$ cat src/rtl/tld_pkg.sv
package tld_pkg;

  typedef struct packed {
    logic pop;   // dequeue the head request and schedule it
    logic emit;  // the scheduled request's data is due now
  } tld_strobe_t;

  typedef enum logic {
    ST_IDLE = 1'b0,
    ST_WAIT = 1'b1
  } tld_state_t;

endpackage

$ cat src/rtl/tld_req_fifo.sv
module tld_req_fifo #(
  parameter int WIDTH = 8,
  parameter int DEPTH = 4
) (
  input  logic             clk,
  input  logic             rstN,
  input  logic             pushValid,
  input  logic [WIDTH-1:0] pushData,
  input  logic             pop,
  output logic [WIDTH-1:0] headData,
  output logic             empty,
  output logic             full
);
  localparam int PTR_W = (DEPTH > 1) ? $clog2(DEPTH) : 1;
  localparam int CNT_W = $clog2(DEPTH + 1);

  logic [WIDTH-1:0] slots [DEPTH];
  logic [PTR_W-1:0] wrPtr, rdPtr;
  logic [CNT_W-1:0] count;
  logic             doPush, doPop;

  assign full   = (count == CNT_W'(DEPTH));
  assign empty  = (count == '0);
  assign doPush = pushValid && !full;
  assign doPop  = pop && !empty;
  assign headData = slots[rdPtr];

  function automatic logic [PTR_W-1:0] nextPtr(input logic [PTR_W-1:0] p);
    return (p == PTR_W'(DEPTH - 1)) ? '0 : p + 1'b1;
  endfunction

  always_ff @(posedge clk) begin
    if (!rstN) begin
      wrPtr <= '0;
      rdPtr <= '0;
      count <= '0;
    end else begin
      if (doPush) wrPtr <= nextPtr(wrPtr);
      if (doPop)  rdPtr <= nextPtr(rdPtr);
      case ({doPush, doPop})
        2'b10:   count <= count + 1'b1;
        2'b01:   count <= count - 1'b1;
        default: count <= count;
      endcase
    end
  end

  always_ff @(posedge clk) begin
    if (doPush) slots[wrPtr] <= pushData;
  end

  AST_POP_NONEMPTY: assert property (@(posedge clk) disable iff (!rstN)
    pop |-> !empty);

  AST_COUNT_STEP: assert property (@(posedge clk) disable iff (!rstN)
    1'b1 |=> (count == $past(count)) || (count == $past(count) + 1'b1)
             || (count + 1'b1 == $past(count)));

  AST_NO_OVERFLOW: assert property (@(posedge clk) disable iff (!rstN)
    full |=> !(count > CNT_W'(DEPTH)));
endmodule

$ cat src/rtl/tld_bank_ctrl.sv
module tld_bank_ctrl
  import tld_pkg::*;
(
  input  logic        clk,
  input  logic        rstN,
  input  logic        queueEmpty,
  input  logic        readDue,
  output tld_strobe_t strobes
);
  tld_state_t state, stateNext;

  always_comb begin
    stateNext    = state;
    strobes.pop  = 1'b0;
    strobes.emit = 1'b0;
    case (state)
      ST_IDLE: begin
        if (!queueEmpty) begin
          strobes.pop = 1'b1;
          stateNext   = ST_WAIT;
        end
      end
      ST_WAIT: begin
        if (readDue) begin
          strobes.emit = 1'b1;
          stateNext    = ST_IDLE;
        end
      end
      default: stateNext = ST_IDLE;
    endcase
  end

  always_ff @(posedge clk) begin
    if (!rstN) state <= ST_IDLE;
    else       state <= stateNext;
  end

  AST_SINGLE_EMIT: assert property (@(posedge clk) disable iff (!rstN)
    strobes.emit |=> !strobes.emit);

  AST_POP_THEN_WAIT: assert property (@(posedge clk) disable iff (!rstN)
    strobes.pop |=> !strobes.pop);
endmodule

$ cat src/rtl/tld_bank_datapath.sv
module tld_bank_datapath
  import tld_pkg::*;
#(
  parameter int          NUM_ROWS  = 6,
  parameter int          ROW_W     = 3,
  parameter logic [NUM_ROWS-1:0] NEAR_MASK = 6'b000101,
  parameter int          NEAR_RD   = 2,
  parameter int          FAR_RD    = 3,
  parameter int          NEAR_BUSY = 5,
  parameter int          FAR_BUSY  = 10,
  parameter int          TIME_W    = 32,
  parameter int          LAT_W     = 16,
  parameter int          TOT_W     = 32
) (
  input  logic              clk,
  input  logic              rstN,
  input  logic [ROW_W-1:0]  headRow,
  input  logic [TIME_W-1:0] headStamp,
  input  tld_strobe_t       strobes,
  output logic [TIME_W-1:0] nowCnt,
  output logic              readDue,
  output logic [LAT_W-1:0]  dataLatency,
  output logic [TOT_W-1:0]  totalLatency
);
  localparam int MAP_W  = 1 << ROW_W;
  localparam int MIN_RD = (NEAR_RD < FAR_RD) ? NEAR_RD : FAR_RD;

  logic [MAP_W-1:0]  maskPad;
  logic [TIME_W-1:0] rdTab   [MAP_W];
  logic [TIME_W-1:0] busyTab [MAP_W];
  logic [TIME_W-1:0] freeAt, readAt, stampHold, startAt;

  assign maskPad = MAP_W'(NEAR_MASK);

  // Per-row timing lookup, one entry per addressable row
  for (genvar r = 0; r < MAP_W; r++) begin : g_rowTiming
    assign rdTab[r]   = maskPad[r] ? TIME_W'(NEAR_RD)   : TIME_W'(FAR_RD);
    assign busyTab[r] = maskPad[r] ? TIME_W'(NEAR_BUSY) : TIME_W'(FAR_BUSY);
  end

  assign startAt     = (headStamp > freeAt) ? headStamp : freeAt;
  assign readDue     = (nowCnt >= readAt);
  assign dataLatency = LAT_W'(readAt - stampHold);

  always_ff @(posedge clk) begin
    if (!rstN) begin
      nowCnt       <= '0;
      freeAt       <= '0;
      readAt       <= '0;
      stampHold    <= '0;
      totalLatency <= '0;
    end else begin
      nowCnt <= nowCnt + 1'b1;
      if (strobes.pop) begin
        readAt    <= startAt + rdTab[headRow];
        freeAt    <= startAt + busyTab[headRow];
        stampHold <= headStamp;
      end
      if (strobes.emit) totalLatency <= totalLatency + TOT_W'(dataLatency);
    end
  end

  AST_LAT_FLOOR: assert property (@(posedge clk) disable iff (!rstN)
    strobes.emit |-> (dataLatency >= LAT_W'(MIN_RD)));

  AST_READ_INSIDE_WINDOW: assert property (@(posedge clk) disable iff (!rstN)
    strobes.pop |=> (readAt < freeAt));

  AST_FREE_MONOTONIC: assert property (@(posedge clk) disable iff (!rstN)
    1'b1 |=> (freeAt >= $past(freeAt)));

  AST_TOTAL_MONOTONIC: assert property (@(posedge clk) disable iff (!rstN)
    1'b1 |=> (totalLatency >= $past(totalLatency)));

  AST_TOTAL_HOLD: assert property (@(posedge clk) disable iff (!rstN)
    !strobes.emit |=> $stable(totalLatency));
endmodule

$ cat src/rtl/tld_bank_sched.sv
module tld_bank_sched
  import tld_pkg::*;
#(
  parameter int          NUM_ROWS    = 6,
  parameter int          ROW_W       = $clog2(NUM_ROWS),
  parameter logic [NUM_ROWS-1:0] NEAR_MASK = 6'b000101,
  parameter int          NEAR_RD     = 2,
  parameter int          FAR_RD      = 3,
  parameter int          NEAR_BUSY   = 5,
  parameter int          FAR_BUSY    = 10,
  parameter int          QUEUE_DEPTH = 4,
  parameter int          TIME_W      = 32,
  parameter int          LAT_W       = 16,
  parameter int          TOT_W       = 32
) (
  input  logic             clk,
  input  logic             rstN,
  input  logic             reqValid,
  input  logic [ROW_W-1:0] reqRow,
  output logic             reqReady,
  output logic             dataValid,
  output logic [LAT_W-1:0] dataLatency,
  output logic [TOT_W-1:0] totalLatency
);
  localparam int ENTRY_W = ROW_W + TIME_W;

  tld_strobe_t       strobes;
  logic [TIME_W-1:0] nowCnt;
  logic [ENTRY_W-1:0] headEntry;
  logic              queueEmpty, queueFull, readDue;

  tld_req_fifo #(.WIDTH(ENTRY_W), .DEPTH(QUEUE_DEPTH)) queue_i (
    .clk      (clk),
    .rstN     (rstN),
    .pushValid(reqValid),
    .pushData ({reqRow, nowCnt}),
    .pop      (strobes.pop),
    .headData (headEntry),
    .empty    (queueEmpty),
    .full     (queueFull)
  );

  tld_bank_ctrl ctrl_i (
    .clk       (clk),
    .rstN      (rstN),
    .queueEmpty(queueEmpty),
    .readDue   (readDue),
    .strobes   (strobes)
  );

  tld_bank_datapath #(
    .NUM_ROWS(NUM_ROWS), .ROW_W(ROW_W), .NEAR_MASK(NEAR_MASK),
    .NEAR_RD(NEAR_RD), .FAR_RD(FAR_RD),
    .NEAR_BUSY(NEAR_BUSY), .FAR_BUSY(FAR_BUSY),
    .TIME_W(TIME_W), .LAT_W(LAT_W), .TOT_W(TOT_W)
  ) path_i (
    .clk         (clk),
    .rstN        (rstN),
    .headRow     (headEntry[ENTRY_W-1:TIME_W]),
    .headStamp   (headEntry[TIME_W-1:0]),
    .strobes     (strobes),
    .nowCnt      (nowCnt),
    .readDue     (readDue),
    .dataLatency (dataLatency),
    .totalLatency(totalLatency)
  );

  assign reqReady  = !queueFull;
  assign dataValid = strobes.emit;
endmodule

$ cat config.mk
export PLATFORM = sky130hd
export DESIGN_NAME = tld_bank_sched
export DESIGN_NICKNAME = d
export VERILOG_FILES = /design/src/rtl/tld_pkg.sv /design/src/rtl/tld_req_fifo.sv /design/src/rtl/tld_bank_ctrl.sv /design/src/rtl/tld_bank_datapath.sv /design/src/rtl/tld_bank_sched.sv
export SDC_FILE = /design/constraint.sdc
export NUM_CORES = 1
export LEC_CHECK = 0
export BUFFER_PORTS_ARGS = -buffer_cell sky130_fd_sc_hd__buf_4
export CORE_MARGIN = 4
export CORE_UTILIZATION = 30
export CTS_CLUSTER_SIZE = 25
export DETAILED_ROUTE_END_ITERATION = 10
export PLACE_DENSITY = 0.55
export REMOVE_ABC_BUFFERS = 1
export SYNTH_ARGS = -nofsm -noshare
export SYNTH_HDL_FRONTEND = slang
export SYNTH_SLANG_ARGS = --single-unit
$ cat constraint.sdc
create_clock -name clk -period 8.7 [get_ports clk]
set_input_delay 0.435 -clock clk [delete_from_list [all_inputs] [get_ports clk]]
set_output_delay 0.435 -clock clk [all_outputs]
set_load 0.01 [all_outputs]
==> impl_metrics.yaml <==
cts:
  cts_buffer_depth: 3
  clkTransAtPathRegs_ns: 0.06
  cts-resized-gates: 0
  ctsHoldBuffers: 0
  cts-root-buf: "clkbuf_16"
  htreeDepth: 2
  postCtsSetupBuffers: 0
  clock-sinks: 290
  cts_tree: "done"
  cts_made_buffers: 34
  clk_latency_ns: 0.54
place:
  dp_hpwl_um: 29920
  placed_area_um2: 17440
  place_congestion: 0.9170
  place_ws_ns: 1.665
  port_buffers: 54
final_layout:
  drive_gt1_frac: 0.1126
  syn2layout_area_growth_pct: 13.90
  fin_area_um2: 18650
  utilization: 0.3460
  final_common_cell: "dfxtp_1"
  nFillCells: 5422
  final_cell_mix: "153 x dfxtp_1, 142 x nand2_1, 136 x edfxtp_1"
  fin_nets: 1797
setup_path:
  path_cells: "buf_4 > mux4_2 > ha_1 > nand4_1 > nor4_1 > a21oi_1 > a31oi_1 > a21o_2 > mux2_2 > ha_1 > nand2_1 > o21ai_0 > nand3_1 > or3_1 > mux2_2 > or4_1 > o311ai_1"
  crit_path_start_kind: "flip-flop"
  reg2regPathDepth: 17
  worstSetupPathType: "reg2reg"
  cp-end-kind: "flip-flop"
  crit_required_ns: 9.13
  slowest_delay_ns: 0.77
  crit_family: "simple AND/OR/NAND/NOR gates"
  crit_slowest_cell: "dfxtp_2"
  critPathArrivalTime_ns: 7.44
  cp_num_buf_inv: 1
  worstPathMaxFanout: 21
  cp.depth: 17
route:
  drt.antenna.violating_nets: 0
  drt_iter0_drc: 846
  num_vias: 12569
  totalWireLength_um: 42820
  drc_errors: 0
  wl_per_cell_um: 17.83
  vias_per_cell: 5.233
  dr.pass1.iters: 5
die:
  fp.dieH_um: 241.7
  start_util: 0.3037
  die_area_um2: 58400
  pin_count: 56
  core_um2: 53920
  die_w_um: 241.7
  row_count: 85
outcome:
  status: "complete, no violations"
sta:
  fin_skew_ns: 0.02724
  worst_slew_pin_slew_ns: 1.184
  rsz0062_at_grt: "false"
  finalCritPeriodShare: 0.8064
  final_hold_viol_count: 0
  setup_ws_ns: 1.684
  drv_slew: 0
  max_freq_mhz: 142.5
  setup_viol: 0
  slew_headroom: 0.1880
  min_period_ns: 7.016
  hold_slack_ns: 0.1177
  tns_ns: 0
synthesis:
  async_flop_share: 0
  synth.top_cell.area_share: 0.2494
  synth.cell_area_um2: 16380
  synth_edf_count: 136
  yosysSeqAreaShare: 0.4376
  synth.avg_cell_area_um2: 9.975
  synth_cell_types: 68
  syn_inst: 1642
  yosys-top-cells-area: "edfxtp_1 25%, dfxtp_1 19%, ha_1 8.3%, mux4_2 4.1%, mux2i_1 3.9%"
  yosys_warnings: 0
  yosys_register_bits: 290
  ys.flop_type: "dfxtp_1"
  synth_largest_area_cell: "edfxtp_1"
worst_hold_path:
  min_path_cells: 1
  min-delay-path-class: "in2reg"
global_route:
  gr-usage-all-layers: 0.1424
  antenna_found_initial: 0
  grt_pass1_wl_um: 68680
  grt_max_degree: 69
  overflow: 0
  grt_pass1_vias: 12294
flow_run:
  drv_cap: 0
power:
  peakVddDrop_uv: 253.8
  power.density_nw_per_um2: 394.4
  p_leak_nw: 6.663
==> power by group <==
group / leakage (nW) / switching, mW / total [mW] / internal (mW)
logic: 3.54 / 2.40 / 3.97 / 1.57
clock network: 0.592 / 0.589 / 1.55 / 0.959
registers: 2.53 / 0.183 / 1.84 / 1.66
==> Yosys cell counts, types with 3 or more instances <==
master / count
xor2_1: 27
nand4_1: 44
nor2_1: 128
o21ai_0: 69
a211oi_1: 13
buf_2: 11
nand2b_1: 16
o311ai_0: 16
nand4b_1: 4
ha_1: 108
o21bai_1: 3
or4_1: 16
mux2_2: 13
o311a_1: 3
mux4_2: 30
clkbuf_1: 43
a31oi_1: 7
nand2_1: 142
a311oi_1: 3
nor2b_1: 7
buf_4: 9
nand3_1: 65
o21a_1: 8
o211ai_1: 21
o31ai_1: 14
nor3b_1: 3
and3_1: 21
o311ai_1: 4
dfxtp_1: 154
a21o_1: 11
a2111oi_0: 3
nor3_1: 31
edfxtp_1: 136
and4_1: 7
or3_1: 21
a211o_1: 13
fa_1: 4
xnor2_1: 52
buf_6: 7
mux2i_1: 63
inv_1: 105
a21oi_1: 112
and2_1: 18
nor4_1: 17
or2_2: 7
==> cell type report <==
cell class / instances / area [µm²] / share of cell area
inverter: 107 / 402.9 / 0.02160
antenna: 1 / 2.502 / 0.0001341
multi-input combinational: 1174 / 8457 / 0.4534
sequential: 290 / 7168 / 0.3843
clock buffer: 42 / 910.9 / 0.04883
timing repair buffer: 72 / 540.5 / 0.02898
tap: 696 / 870.8 / 0.04668
clock inverter: 20 / 301.5 / 0.01616
==> per-layer routing <==
metal	up-vias	wire [µm]	global-route usage
met1	6069	20030	0.1952
met2	292	19740	0.2368
met4	0	1116	0.04166
met3	74	1940	0.01795
met5	-	0	0
li1	6134	-	-
==> sequential cells by signal, summed over array words and instances, names as in the netlist, named ones only <==
register             flops
path_i.totalLatency     32
path_i.nowCnt           32
path_i.stampHold        16
queue_i.slots          136
ctrl_i.state             1
path_i.readAt           32
queue_i.rdPtr            2
queue_i.count            3
queue_i.wrPtr            2
path_i.freeAt           32
==> through the flow <==
stage,power [mW],std cells
detailed placement,5.820,2339
finish,7.357,2402
global placement,5.760,2339
floorplan,4.612,1571
CTS,7.401,2401
global route,7.900,2401
==> logic make-up (layout without fill, tap and decap cells) <==
group           after synthesis  after routing  synth area share
other cells                   0              1                 0
compound gates              318            318            0.1228
simple gates                557            557            0.1711
buf+inv                     178            241           0.04691
fa+ha+maj                   112            112           0.08740
xor+xnor                     79             79           0.04225
flops                       290            290            0.4376
mux                         108            108           0.09190
==> path summary, 6_finish.rpt <==
check	start	endpoint	slack, ns
min	reqRow[0]	queue_i.slots[0][32]	0.12
max	flip-flop	path_i.freeAt[31]	1.68
min reg2reg	path_i.stampHold[8]	path_i.stampHold[8]	0.45
max reg2reg	flip-flop	path_i.freeAt[31]	1.68
Power figures use the tool's default switching activity.
